--- src/rtl/ram_wipe_pkg.sv ---
package ram_wipe_pkg;

  typedef enum logic [1:0] {
    KS_LOCKED = 2'd0,
    KS_FIRST  = 2'd1,
    KS_OPEN   = 2'd2
  } key_state_e;

  localparam logic [7:0] KEY_FIRST  = 8'hCA;
  localparam logic [7:0] KEY_SECOND = 8'h53;

  // Next key state for one write of value v.
  function automatic key_state_e key_step(key_state_e cur, logic [7:0] v);
    if (v == KEY_FIRST) return KS_FIRST;
    if (v == KEY_SECOND && cur == KS_FIRST) return KS_OPEN;
    return KS_LOCKED;
  endfunction

endpackage

--- src/rtl/wipe_key_fsm.sv ---
module wipe_key_fsm
  import ram_wipe_pkg::*;
(
  input  logic       clk,
  input  logic       rst_n,
  input  logic       key_wr,
  input  logic [7:0] key_val,
  input  logic       relock,
  output logic       unlocked
);

  key_state_e state;

  always_ff @(posedge clk) begin
    if (!rst_n)       state <= KS_LOCKED;
    else if (key_wr)  state <= key_step(state, key_val);
    else if (relock)  state <= KS_LOCKED;
  end

  assign unlocked = (state == KS_OPEN);

  // the block can only open right after a write of the second key value
  a_r2_open_after_second: assert property (@(posedge clk) disable iff (!rst_n)
    $rose(unlocked) |-> $past(key_wr && key_val == KEY_SECOND));

  // an accepted start leaves the key locked
  a_r8_relock_on_start: assert property (@(posedge clk) disable iff (!rst_n)
    (relock && !key_wr) |=> !unlocked);

endmodule

--- src/rtl/wipe_engine.sv ---
module wipe_engine #(
  parameter int DEPTH  = 64,
  parameter int DATA_W = 32,
  localparam int AW    = $clog2(DEPTH)
) (
  input  logic              clk,
  input  logic              rst_n,
  input  logic              start,
  output logic              busy,
  output logic              ram_we,
  output logic [AW-1:0]     ram_addr,
  output logic [DATA_W-1:0] ram_wdata,
  output logic              last_evt
);

  function automatic logic at_end(logic [AW-1:0] a);
    return a == AW'(DEPTH - 1);
  endfunction

  logic [AW-1:0] cnt;

  always_ff @(posedge clk) begin
    if (!rst_n) begin
      busy <= 1'b0;
      cnt  <= '0;
    end else if (busy) begin
      if (at_end(cnt)) begin
        busy <= 1'b0;
        cnt  <= '0;
      end else begin
        cnt <= cnt + 1'b1;
      end
    end else if (start) begin
      busy <= 1'b1;
      cnt  <= '0;
    end
  end

  assign last_evt  = busy && at_end(cnt);
  assign ram_we    = busy;
  assign ram_addr  = cnt;
  assign ram_wdata = '0;

  // each wipe begins at address zero
  a_r6_first_addr_zero: assert property (@(posedge clk) disable iff (!rst_n)
    $rose(ram_we) |-> ram_addr == '0);

  // addresses rise by one each cycle until the last word
  a_r6_addr_steps: assert property (@(posedge clk) disable iff (!rst_n)
    (ram_we && !last_evt) |=> (ram_we && ram_addr == $past(ram_addr) + 1'b1));

  // busy drops right after the last write, whatever start does
  a_r7_drop_after_last: assert property (@(posedge clk) disable iff (!rst_n)
    last_evt |=> !busy);

endmodule

--- src/rtl/ram_wipe_ctrl.sv ---
module ram_wipe_ctrl #(
  parameter int DEPTH    = 64,
  parameter int DATA_W   = 32,
  parameter int ADDR_W   = 8,
  parameter int CTRL_OFS = 28,
  parameter int KEY_OFS  = 32,
  localparam int AW      = $clog2(DEPTH)
) (
  input  logic              clk,
  input  logic              rst_n,
  input  logic              reg_we,
  input  logic [ADDR_W-1:0] reg_addr,
  input  logic [7:0]        reg_wdata,
  output logic [7:0]        reg_rdata,
  output logic              ram_we,
  output logic [AW-1:0]     ram_addr,
  output logic [DATA_W-1:0] ram_wdata,
  output logic              busy
);

  logic sel_ctrl, sel_key;
  logic ctrl_wr, key_wr;
  logic unlocked, start_go, last_evt;

  assign sel_ctrl = (reg_addr == ADDR_W'(CTRL_OFS));
  assign sel_key  = (reg_addr == ADDR_W'(KEY_OFS));
  assign ctrl_wr  = reg_we && sel_ctrl;
  assign key_wr   = reg_we && sel_key;
  assign start_go = ctrl_wr && reg_wdata[0] && unlocked && !busy;

  wipe_key_fsm u_key (
    .clk      (clk),
    .rst_n    (rst_n),
    .key_wr   (key_wr),
    .key_val  (reg_wdata),
    .relock   (start_go),
    .unlocked (unlocked)
  );

  wipe_engine #(.DEPTH(DEPTH), .DATA_W(DATA_W)) u_eng (
    .clk       (clk),
    .rst_n     (rst_n),
    .start     (start_go),
    .busy      (busy),
    .ram_we    (ram_we),
    .ram_addr  (ram_addr),
    .ram_wdata (ram_wdata),
    .last_evt  (last_evt)
  );

  always_comb begin
    reg_rdata = '0;
    if (sel_ctrl) reg_rdata = {6'b0, busy, busy};
  end

  // a wipe starts only from the unlocked state
  a_r4_start_only_open: assert property (@(posedge clk) disable iff (!rst_n)
    $rose(busy) |-> $past(unlocked));

  // an accepted start raises busy on the next cycle
  a_r2_start_raises_busy: assert property (@(posedge clk) disable iff (!rst_n)
    start_go |=> busy);

  // a start write during a wipe never restarts the address count
  a_r9_no_restart: assert property (@(posedge clk) disable iff (!rst_n)
    (busy && !last_evt && ctrl_wr) |=> ram_addr != '0);

endmodule

--- config.mk ---
export PLATFORM = sky130hd
export DESIGN_NAME = ram_wipe_ctrl
export DESIGN_NICKNAME = d
export VERILOG_FILES = /design/src/rtl/ram_wipe_pkg.sv /design/src/rtl/wipe_key_fsm.sv /design/src/rtl/wipe_engine.sv /design/src/rtl/ram_wipe_ctrl.sv
export SDC_FILE = /design/constraint.sdc
export NUM_CORES = 1
export LEC_CHECK = 0
export ABC_AREA = 1
export BUFFER_PORTS_ARGS = -buffer_cell sky130_fd_sc_hd__buf_2
export CORE_MARGIN = 5
export CORE_UTILIZATION = 36
export DETAILED_ROUTE_END_ITERATION = 8
export PLACE_DENSITY = 0.75
export REMOVE_ABC_BUFFERS = 1
export SKIP_LAST_GASP = 1
export SLEW_MARGIN = 10
export SYNTH_ARGS = -nofsm -noshare
export SYNTH_HDL_FRONTEND = slang
export SYNTH_HIERARCHICAL = 1
export SYNTH_SLANG_ARGS = --single-unit
export TNS_END_PERCENT = 30
--- constraint.sdc ---
create_clock -name clk -period 1.2 [get_ports clk]
set_input_delay 0.06 -clock clk [delete_from_list [all_inputs] [get_ports clk]]
set_output_delay 0.06 -clock clk [all_outputs]
set_load 0.005 [all_outputs]
==> summary.md <==
| Metric | Value |
|---|---|
| Worst Hold Class | in -> reg |
| Reg-to-Reg End | u_eng/ram_addr[5] |
| IO Port Bufs | 28 |
| Via density | 3.90 |
| Root buf cell | clkbuf_4 |
| 1st-iter DRT viols | 26 |
| DRT Pass-1 Iters | 4 |
| Worst Min Path Start | rst_n |
| Critical path class | reg -> reg |
| Reg2reg start | u_key/state[1] |
| NumNets Final | 205 |
| Worst skew pair latency | 0.26 ns |
| Die area | 0.00366 mm^2 |
| Inserted Clock Buffers | 3 |
| Worst path max stage delay | 0.33 ns |
| Total power draw | between 600 and 700 uW |
| Gate power share | 0.148 |
| Hold Fails Final Rpt | 0 |
| Status | finished with violations |
| Initial Util | 0.374 |
| Crit path cell chain | inv_2, nor2_2, nand4_1, nor2_2, nor2_4, nor2_2, nand3_1, nand3_1, nor2_1 |
| Synthesis-to-layout area growth | 13.9% |
| Max Slew Vio Count | 0 |
| Hold Buf Count CTS | 0 |
| Gpl congestion | 0.880 |
| Worst VDD drop | 0.477 mV |
| Cell Pwr Density | around 600 mW/mm^2 |
| Leak | around 0.57 nW |
| Final worst slack | -0.00312 ns |
| ANT cells | 0 |
| Clk pwr share | 0.373 |
| Hold WS | 0.0845 ns |
| Post-DP HPWL | between 1500 and 2000 um |
| Dpl cell area | roughly 980 um^2 |
| First-pass GRT wire length | ~2500 um |
| Longest Clk Path Bufs | 2 |
| Grt total ovfl | 0 |
| Max-cap check violation count | 0 |
| Die W | 60.5 um |
| Most used cell, CP | nor2_2 |
| Clk pin slew, worst setup/hold paths | around 0.06 ns |
| Drt drc | 0 |
| Synthesized netlist cell count | 149 |
| Mapped Avg Cell Area | a little over 6 um^2 |
| Vias in the first global route | ~660 |
| Internal Power | 457 uW |
| Hold Path End | u_eng/ram_addr[5] |
| Antenna Nets Post-Route | 0 |
| Final WL | 1870 um |
| F_max | 0.831 GHz |
| DR vias | 835 |
| CP endpoint kind | flip-flop |
| Synth warnings | 6 |
| Slack of the worst reg-to-reg path | -0.003 ns |
| Layout cells sized above 1 | 0.293 |
| # Post-CTS Setup Buffers | 0 |
| Die Y | 60.5 um |
| Period utilization | 1.00 |
| Critical Path Start Type | flip-flop |
| Crit path max-delay cell type | dfxtp_2 |
| CTS Sinks | 9 |
| Placeable Area | 0.00245 mm^2 |
| Non-Filler Instances | 214 |
| Largest net degree at the start of global routing | 8 |
| Clock skew | approximately 0.0021 ns |
| Hold path depth | 3 |
| CTS tree | done |
| Flop pwr share | 0.478 |
| GRT Total Usage | 0.0894 |
| Clock H-tree levels | 1 |
| Worst r2r path cells | 9 |
| Critical path peak fanout | 6 |
| FP Rows | 18 |
| Worst endpoint required time | 1.35 ns |
| Switching Fraction | 0.267 |
| Fillers | 280 |
| Unrepaired setup endpoints after global routing | true |
| Synthesized area | 917 um^2 |
| Period minus WS final | 1.20 ns |
| Placed cells | 210 |
| Initial antenna violation count | 0 |
| Fin area | roughly 0.0010 mm^2 |
| Setup violations, final | 1 |
| Sw Pwr | about 170 uW |
| Violated checks | negative setup slack |
| DR WL/cell | 8.75 um |
| Top-level port count | 67 |
| Setup TNS | -0.00312 ns |
| CP arrival | 1.36 ns |
[worst max-delay path by stage]
stage               cells past startpoint           start  slack [ns]                 to
floorplan                               8      u_eng/busy       -0.01  u_eng/ram_addr[5]
global placement                        9  u_key/state[1]      -0.006  u_eng/ram_addr[5]
detailed placement                     10  u_key/state[1]       -0.08  u_eng/ram_addr[5]
CTS                                    10  u_key/state[1]       -0.02  u_eng/ram_addr[5]
global route                           10  u_key/state[1]       -0.15  u_eng/ram_addr[5]
finish                                  9  u_key/state[1]      -0.003  u_eng/ram_addr[5]
[state kept, by name (all words and copies together), names as in the netlist]
name            flops
u_eng/busy          1
u_eng/ram_addr      6
u_key/state         2
[layer usage]
metal / track usage / vias up / part of all wire
met5: 0 / - / 0
li1: - / 441 / -
met4: 0.0464 / 0 / 0
met3: 0.0255 / 0 / 0.17
met2: 0.148 / 47 / 0.43
met1: 0.105 / 347 / 0.40
[power by group through the flow]
stage               clock, mW  sequential [mW]  combinational (mW)
global route            0.258            0.298               0.109
finish                  0.233            0.299              0.0925
floorplan                   0            0.305              0.0499
global placement            0            0.305              0.0877
detailed placement          0            0.305              0.0877
CTS                     0.240            0.299              0.0882
[repair_timing]
item                                    CTS  global route
endpoints found under the setup margin    6             7
gates resized for setup                   2            10
pin swaps                                 1             3
[critical path: cells and delay by family, from the launching register on]
| family | cells | cell delay, ns |
|---|---|---|
| AND/OR/NAND/NOR | 8 | 0.73 |
| buffers and inverters | 1 | 0.04 |
| flip-flops | 1 | 0.33 |
[cell usage in the layout, fill, tap and decap left out]
cell type and count:
nand2_1 33, conb_1 38, dfxtp_2 1, clkbuf_4 3, buf_6 1, nand3_1 5, nand2_2 1, nand4_1 2
ha_2 1, nor2_4 3, a21oi_2 3, a21oi_1 3, buf_4 6, o211ai_1 1, o21ai_0 2, dfxtp_1 8
buf_2 28, nor2_2 4, clkbuf_1 1, inv_1 19, nand3b_1 1, nand3_2 1, inv_2 2, nor2_1 17
[cell type report]
type	count	area, um^2	area share
inverter	21	78.8	0.0754
clock buffer	4	26.3	0.0251
sequential	9	181	0.174
timing repair buffer	35	196	0.188
multi-input combinational	115	524	0.502
tap	30	37.5	0.0359
[through the flow]
stage	setup WS (ns)	util
detailed placement	-0.0807	0.400
finish	-0.00312	0.426
CTS	-0.0172	0.412
floorplan	-0.0147	-
global route	-0.146	0.426
global placement	-0.00620	0.400
No activity file was read; power rests on OpenSTA's default activity.
